<file path="config.mk">
export PLATFORM = sky130hd
export DESIGN_NAME = hotswap_seq
export DESIGN_NICKNAME = d
export VERILOG_FILES = /design/src/rtl/hotswap_pkg.sv /design/src/rtl/hs_sync.sv /design/src/rtl/hs_hold_timer.sv /design/src/rtl/hs_fault_latch.sv /design/src/rtl/hotswap_seq.sv
export SDC_FILE = /design/constraint.sdc
export NUM_CORES = 1
export LEC_CHECK = 0
export CAP_MARGIN = 30
export CORE_ASPECT_RATIO = 1.4
export CORE_MARGIN = 8
export CORE_UTILIZATION = 45
export CTS_CLUSTER_DIAMETER = 80
export DETAILED_ROUTE_END_ITERATION = 6
export SLEW_MARGIN = 20
export SYNTH_ARGS = -nofsm -noshare
export SYNTH_HDL_FRONTEND = slang
export SYNTH_SLANG_ARGS = --single-unit
</file>
<file path="constraint.sdc">
create_clock -name clk -period 3.8 [get_ports clk]
set_input_delay 0.95 -clock clk [delete_from_list [all_inputs] [get_ports clk]]
set_output_delay 0.95 -clock clk [all_outputs]
set_load 0.05 [all_outputs]
</file>
<file path="src/rtl/hotswap_pkg.sv">
// Shared types for the hot-swap power sequencer.
// Assumes: consumers import the package before using the state type.
package hotswap_pkg;

    // Controller states; ST_DRAIN waits for request release and discharge.
    typedef enum logic [1:0] {
        ST_OFF   = 2'd0,
        ST_ON    = 2'd1,
        ST_FAULT = 2'd2,
        ST_DRAIN = 2'd3
    } hs_state_t;

    // Bit positions inside the synchronised input vector.
    localparam int IDX_CON_A = 0;
    localparam int IDX_CON_B = 1;
    localparam int IDX_POR   = 2;
    localparam int IDX_OC_LO = 3;
    localparam int IDX_OC_HI = 4;
    localparam int IDX_BELOW = 5;
    localparam int IDX_UVLO  = 6;
    localparam int N_INPUTS  = 7;

endpackage

</file>
<file path="src/rtl/hs_sync.sv">
// Two-flop synchroniser for a vector of independent asynchronous levels.
// Assumes: each bit is a slow level; no bus coherency is needed across bits.
module hs_sync #(
    parameter int          W       = 1,
    parameter logic [W-1:0] RST_VAL = '0
) (
    input  logic         clk,
    input  logic         rst_n,
    input  logic [W-1:0] d_async,
    output logic [W-1:0] q_sync
);

    logic [W-1:0] meta_q;
    logic [W-1:0] stab_q;

    // Two register stages per bit.
    always_ff @(posedge clk) begin
        if (!rst_n) begin
            meta_q <= RST_VAL;
            stab_q <= RST_VAL;
        end else begin
            meta_q <= d_async;
            stab_q <= meta_q;
        end
    end

    assign q_sync = stab_q;

endmodule

</file>
<file path="src/rtl/hs_hold_timer.sv">
// Continuous-hold qualifier: held_o goes high once active_i has been high
// for LEN consecutive clock cycles, and drops as soon as active_i drops.
// Assumes: active_i is already synchronous; LEN >= 1.
module hs_hold_timer #(
    parameter int LEN = 16
) (
    input  logic clk,
    input  logic rst_n,
    input  logic active_i,
    output logic held_o
);

    localparam int CW = $clog2(LEN + 1);
    localparam logic [CW-1:0] CMAX = CW'(LEN);

    logic [CW-1:0] cnt_q;

    // Count consecutive active cycles, saturating at LEN, clear on inactive.
    always_ff @(posedge clk) begin
        if (!rst_n) begin
            cnt_q <= '0;
        end else if (!active_i) begin
            cnt_q <= '0;
        end else if (cnt_q != CMAX) begin
            cnt_q <= cnt_q + 1'b1;
        end
    end

    assign held_o = active_i && (cnt_q == CMAX);

endmodule

</file>
<file path="src/rtl/hs_fault_latch.sv">
// Sticky breaker fault flag: set by a trip event, cleared by a clear level.
// Assumes: clear has priority, so a trip while clearing is dropped; the
// caller only presents trips while the supplies are on.
module hs_fault_latch (
    input  logic clk,
    input  logic rst_n,
    input  logic set_i,
    input  logic clr_i,
    output logic fault_o
);

    logic fault_q;

    // Hold the fault until an explicit clear.
    always_ff @(posedge clk) begin
        if (!rst_n) begin
            fault_q <= 1'b0;
        end else if (clr_i) begin
            fault_q <= 1'b0;
        end else if (set_i) begin
            fault_q <= 1'b1;
        end
    end

    assign fault_o = fault_q;

endmodule

</file>
<file path="src/rtl/hotswap_seq.sv">
// Hot-swap insertion power sequencer. Qualifies board insertion, sequences
// pump enable and gate pulldown, filters and latches overcurrent trips, and
// blocks restart until a power-down request is released and outputs drained.
// Assumes: all inputs asynchronous levels; window parameters in clock cycles.
module hotswap_seq
    import hotswap_pkg::*;
#(
    parameter int QUAL_CYC = 5000000,
    parameter int POR_CYC  = 5000000,
    parameter int OC_CYC   = 5000
) (
    input  logic clk,
    input  logic rst_n,
    input  logic con_a_n,
    input  logic con_b_n,
    input  logic por_req_n,
    input  logic oc_lo,
    input  logic oc_hi,
    input  logic out_below_trip,
    input  logic uvlo,
    output logic pump_en,
    output logic fault_n,
    output logic gate_pd
);

    localparam logic [N_INPUTS-1:0] SYNC_RST = 7'b100_0111;
    localparam int N_SUPPLY = 2;

    logic [N_INPUTS-1:0] raw_in;
    logic [N_INPUTS-1:0] syn;
    logic                conn_ok;
    logic                por_long;
    logic [N_SUPPLY-1:0] oc_syn;
    logic [N_SUPPLY-1:0] oc_held;
    logic                trip_any;
    logic                trip_evt;
    logic                fault_q;
    logic                con_lost;
    hs_state_t           state_q;
    hs_state_t           state_d;

    assign raw_in = {uvlo, out_below_trip, oc_hi, oc_lo, por_req_n, con_b_n, con_a_n};

    hs_sync #(.W(N_INPUTS), .RST_VAL(SYNC_RST)) u_sync (
        .clk     (clk),
        .rst_n   (rst_n),
        .d_async (raw_in),
        .q_sync  (syn)
    );

    // Insertion qualifier: both pins low and supplies above lockout.
    hs_hold_timer #(.LEN(QUAL_CYC)) u_conn_tmr (
        .clk      (clk),
        .rst_n    (rst_n),
        .active_i (!syn[IDX_CON_A] && !syn[IDX_CON_B] && !syn[IDX_UVLO]),
        .held_o   (conn_ok)
    );

    // Long power-down request qualifier.
    hs_hold_timer #(.LEN(POR_CYC)) u_por_tmr (
        .clk      (clk),
        .rst_n    (rst_n),
        .active_i (!syn[IDX_POR]),
        .held_o   (por_long)
    );

    assign oc_syn = {syn[IDX_OC_HI], syn[IDX_OC_LO]};

    // One glitch filter per supply.
    for (genvar g = 0; g < N_SUPPLY; g++) begin : g_oc
        hs_hold_timer #(.LEN(OC_CYC)) u_oc_tmr (
            .clk      (clk),
            .rst_n    (rst_n),
            .active_i (oc_syn[g]),
            .held_o   (oc_held[g])
        );
    end

    assign trip_any = |oc_held;
    assign trip_evt = trip_any && (state_q == ST_ON);
    assign con_lost = syn[IDX_CON_A] || syn[IDX_CON_B];

    hs_fault_latch u_fault (
        .clk     (clk),
        .rst_n   (rst_n),
        .set_i   (trip_evt),
        .clr_i   (!syn[IDX_POR]),
        .fault_o (fault_q)
    );

    // Next-state decision; trip outranks lockout, which outranks requests.
    always_comb begin
        state_d = state_q;
        unique case (state_q)
            ST_OFF: begin
                if (syn[IDX_UVLO]) begin
                    state_d = ST_OFF;
                end else if (por_long) begin
                    state_d = ST_DRAIN;
                end else if (conn_ok && syn[IDX_POR] && !fault_q) begin
                    state_d = ST_ON;
                end
            end
            ST_ON: begin
                if (trip_any) begin
                    state_d = ST_FAULT;
                end else if (syn[IDX_UVLO]) begin
                    state_d = ST_OFF;
                end else if (por_long) begin
                    state_d = ST_DRAIN;
                end else if (con_lost) begin
                    state_d = ST_OFF;
                end
            end
            ST_FAULT: begin
                if (!fault_q) begin
                    state_d = ST_DRAIN;
                end
            end
            ST_DRAIN: begin
                if (syn[IDX_POR] && syn[IDX_BELOW]) begin
                    state_d = ST_OFF;
                end
            end
            default: state_d = ST_OFF;
        endcase
    end

    // State register.
    always_ff @(posedge clk) begin
        if (!rst_n) begin
            state_q <= ST_OFF;
        end else begin
            state_q <= state_d;
        end
    end

    assign pump_en = (state_q == ST_ON);
    assign gate_pd = (state_q != ST_ON);
    assign fault_n = !fault_q;

endmodule

</file>
---- After elaboration in Yosys (flattened, before gate mapping) ----
Cells that the tools add are included.
storage, ports and cells
  register bits ........................... 89
  bits in latches ......................... 0
  bits in writable memories ............... 0
  memory bits (read-only) ................. 0
  input bits .............................. 9
  output and inout port bits .............. 3
  logic and storage cells ................. 63
  memories kept ........................... 0
operators by class
  $add $sub $neg .......................... 4
  multiply operators ...................... 0
  div/mod/pow operators ................... 0
  order comparisons ....................... 0
  equal/unequal tests ..................... 16
  shift-type cells ........................ 0
  mux-type cells .......................... 10
  bitwise gates (word level) .............. 1
  reductions and logical operators ........ 24
operator list
  operator                 count
  $add A23 B1 Y23 const B  2
  $eq A23 B23 Y1 const B   2
  $ne A23 B23 Y1 const B   2
  $add A13 B1 Y13 const B  2
  $eq A13 B13 Y1 const B   2
  $ne A13 B13 Y1 const B   2
  $mux W2                  9
  $logic_and A1 B1 Y1      10
  $pmux W2 S4              1
  $reduce_and A2 Y1        4
  $logic_not A1 Y1         5
  $ne A5 B1 Y1 const B     1
  $eq A2 B2 Y1 const B     2
  $ne A2 B2 Y1 const B     2
  $ne A4 B3 Y1 const B     1
  $reduce_and A4 Y1        1
  $reduce_or A2 Y1         2
  $eq A2 B1 Y1 const B     1
  $logic_not A2 Y1         1
  $ne A2 B1 Y1 const B     1
  $logic_or A1 B1 Y1       1
  $not A1 Y1               1

---- Logic depth before layout (Yosys ltp) ----
  word-level depth ........................ 10
  mapped depth ............................ 9
  depth with buffers taken out ............ 8

---- By module ----
Synthesis repeated with hierarchy kept, for this count alone.
unflattened totals
  cells, all modules ...................... 486
  area, all modules ....................... 4347.9 um2
modules (own cells, without submodules)
  module                                 times used  cells each  area an instance (um2)  sequential area each (um2)
  hs_hold_timer at u_conn_tmr ...        2           138         1203.7                  460.4
  hs_hold_timer at g_oc[0].u_oc_tmr ...  2           76          666.9                   260.2
  hs_sync                                1           29          377.9                   280.3
  hotswap_seq                            1           26          192.7                   40.0
  hs_fault_latch                         1           3           36.3                    20.0

---- Worst setup path after synthesis ----
OpenSTA, ideal clock, no wires.
  kind .................................... register -> output
  start point ............................. register state_q[0]
  end point ............................... output port gate_pd
  arrival ................................. 1.848 ns
  required time ........................... 2.850 ns
  setup slack ............................. 1.002 ns
  cell stages (with the launch flop) ...... 4
  path buffers ............................ 1
  path through ............................ dfxtp_1 clkbuf_1 nor2b_1 inv_1
between the ends
  longest elaborated chain between the ends .. 1
ends and longest elaborated chain
  element                   line                RTL
  start: declaration        hotswap_seq.sv:39   hs_state_t state_q;
  start signal: assignment  hotswap_seq.sv:134  state_q <= state_d;
  $ne A2 B1 Y1              hotswap_seq.sv:139  assign gate_pd = (state_q != ST_ON);
  end: declaration          hotswap_seq.sv:23   output logic gate_pd
No other way between the ends.

---- Worst setup path after layout ----
  start point ............................. register state_q[0]
  end point ............................... output port pump_en
between the ends
  longest elaborated chain between the ends .. 1
ends and longest elaborated chain
  element           line                RTL
  $eq A2 B1 Y1      hotswap_seq.sv:138  assign pump_en = (state_q == ST_ON);
  end: declaration  hotswap_seq.sv:21   output logic pump_en,
No other way between the ends.

==> metrics.yaml <==
status: "complete, no violations"
fin_setup_tns_ns: 0
syn_area_per_cell_um2: 8.67
core_area_um2: 8510
cts-resized-gates: 0
place_hpwl_mm: 4.73
critPathSlowestCell: "clkdlybuf4s50_1"
grt_overflow_total: 0
place_congestion: 0.763
cp-end-kind: "primary output"
cts_buffers: 9
min_period_over_period: 0.790
max-vdd-ir-drop_mv: 0.254
wl_per_cell_um: 12.1
rsz0062_at_grt: "no"
leakage_nw: 1.38
worst-endpoint-arrival_ns: 2.05
cpLargestDelayFamily: "buffers and inverters"
cp.depth: 2
relSlewSlack: 0.447
layout-drive-gt1-share: 0.0581
dr.pass1.iters: 4
p_comb_frac: 0.015
synth_cells: 450
routed_via_density: 5.13
synthDistinctLibCells: 42
tritoncts: "yes"
placed_cells: 554
total_power_mw: 1.88
holdPathStages: 1
async_reset_ff_frac: 0
power_density_nw_per_um2: 426
ant_nets: 0
instances_no_fill: 570
initial_core_util: 0.458
drtIter0Drc: 112
ys_warn_count: 0
die-area_um2: 11900
synthToLayoutAreaGrowth_pct: 13.0
slew_violations: 0
yosysMostFrequentCell: "dfxtp_1"
critPathKind: "flip-flop to primary output"
ys_ff_latch: 89
cts_setup_buffers: 0
ff2ff_path_depth: 6
r2r_start: "u_por_tmr.cnt_q[5]$_SDFFE_PP0P_"
die_h_um: 126
min_from: "u_sync.meta_q[6]$_SDFF_PN1_"
cts_root_buffer: "clkbuf_16"
grt.total_usage: 0.126
p_switching_mw: 0.378
drc_errors: 0
path_max_fanout: 9
clkLatencyLatePin_ns: 0.34
grt_pass1_vias: 2850
rr_endpoint: "state_q[0]$_SDFFE_PN0P_"
synthFlopType: "dfxtp_1"
num_vias: 2923
crit_chain: "nor2b_1 > clkdlybuf4s50_1"
wl_mm: 6.88
die_w_um: 94.7
cp_data_required_time_ns: 2.85
clock_sinks: 89
antenna_found_initial: 0
synth_top_area_frac: 0.457
final_util: 0.518
critical_path_buf_inv_count: 1
post_dp_cell_area_um2: 4100
fin_skew_ns: 0.00637
yosysSeqAreaShare: 0.457
clk_pin_slew_worst_paths_ns: 0.06
fp-row-count: 40
hp-class: "flip-flop to flip-flop"
htree_levels: 3
stdcell_area_um2: 4410
yosysTopAreaCell: "dfxtp_1"
synth_common_cells: "89 x dfxtp_1, 70 x nor2_1, 38 x nand2_1"
max_stage_delay_ns: 0.87
max_freq_mhz: 333
sw_frac_of_total: 0.201
synthTopCellsByArea: "dfxtp_1 46%, xor2_1 7.4%, nor2_1 6.7%"
syn_area_um2: 3900
ioPinCount: 12
grt_max_degree: 24
syn_nets: 467
clockBufferDepth: 2
setup_violations: 0
finalHoldViolations: 0
p_clk_frac: 0.482
internal_power_mw: 1.50
min_period_ns: 3.00
worstMarginPinSlew_ns: 0.830
crit_path_start_kind: "flip-flop"
power_frac_seq: 0.503
whs_endpoint: "u_sync.q_sync[6]$_SDFF_PN1_"
nNetsFinal: 477
io_buffers: 11
grt_pass1_wl_mm: 12.2
cts.hold.buffers_added: 0
synth_edf_count: 0
cap_violations: 0
insertedDiodeCount: 0
rrSetupSlack_ns: 1.25
==> cells by family after synthesis <==
kind of cell             after synthesis  synth area share
AO/OA/AOI/OAI                         40            0.0587
XOR/XNOR                              51             0.115
adder cells (fa/ha/maj)                8            0.0257
buffers and inverters                 30            0.0292
flip-flops                            89             0.457
multiplexers                           4            0.0109
AND/OR/NAND/NOR                      228             0.304
==> per-layer routing <==
layer,vias up,global-route usage,share of wire
met5,-,0,0
met3,10,0.0309,0.024
met2,29,0.202,0.47
li1,1546,-,-
met1,1338,0.144,0.48
met4,0,0.0793,0.023
==> registers in the layout, summed over array words and instances, names as in the netlist <==
register,flops
u_sync.meta_q,7
u_fault.fault_o,1
g_oc.u_oc_tmr.cnt_q,26
u_sync.q_sync,7
state_q,2
u_por_tmr.cnt_q,23
u_conn_tmr.cnt_q,23
==> stage by stage <==
stage	setup WS, ns	hold WS (ns)
after global placement	1.16	0.388
after floorplan	1.00	0.386
final	0.799	0.407
after detailed placement	1.12	0.394
after global routing	0.699	0.415
after CTS	0.804	0.409
==> worst max path at each step <==
| stage | from | end | slack (ns) |
|---|---|---|---|
| 6_report | state_q[0]$_SDFFE_PN0P_ | pump_en | 0.80 |
| 5_1_grt | state_q[0]$_SDFFE_PN0P_ | pump_en | 0.70 |
| 4_1_cts | state_q[0]$_SDFFE_PN0P_ | pump_en | 0.80 |
| 3_5_place_dp | rst_n | u_por_tmr.cnt_q[7]$_SDFFE_PP0P_ | 1.12 |
| 3_3_place_gp | rst_n | u_por_tmr.cnt_q[7]$_SDFFE_PP0P_ | 1.16 |
| 2_1_floorplan | state_q[0]$_SDFFE_PN0P_ | gate_pd | 1.00 |
==> cell type report <==
cell class              instances  area (um2)
flip-flops and latches         89        1780
well taps                     105         131
fillers                       808        4100
multi-input cells             331        2000
inverters                      17        63.8
repair buffers                 12         118
clock buffers                  12         256
clock inverters                 4        51.3
==> cells in the final DEF (no fill, tap or decap), drive strengths merged, types with 8 or more instances in the layout <==
| master | synthesis | layout |
|---|---|---|
| dfxtp | 89 | 89 |
| nor2 | 70 | 70 |
| nand2 | 38 | 38 |
| xor2 | 33 | 33 |
| nand3 | 26 | 26 |
| xnor2 | 18 | 18 |
| a21oi | 18 | 18 |
| inv | 17 | 17 |
| o21ai | 14 | 14 |
| or3 | 14 | 14 |
| nand4 | 14 | 14 |
| nand2b | 12 | 12 |
| clkbuf | 11 | 12 |
| nor3 | 11 | 11 |
| clkdlybuf4s50 | 0 | 11 |
| ha | 8 | 8 |
| nor4b | 8 | 8 |
==> power groups by stage <==
| stage | clock network (mW) | logic, mW | registers, mW |
|---|---|---|---|
| finish | 0.906 | 0.0282 | 0.945 |
| global route | 0.960 | 0.0316 | 0.945 |
| CTS | 0.932 | 0.0288 | 0.945 |
| detailed placement | 0 | 0.0286 | 0.966 |
| global placement | 0 | 0.0279 | 0.966 |
| floorplan | 0 | 0.0165 | 0.964 |
==> worst reg2reg max path, cell delays in order, from the launching register on <==
cell,delay [ns]
dfxtp_1,0.35
nor4b_1,0.36
nand4_1,0.12
or4_1,0.68
or4_4,0.47
a221o_1,0.37
a22oi_2,0.15
(Power assumes the default switching activity.)
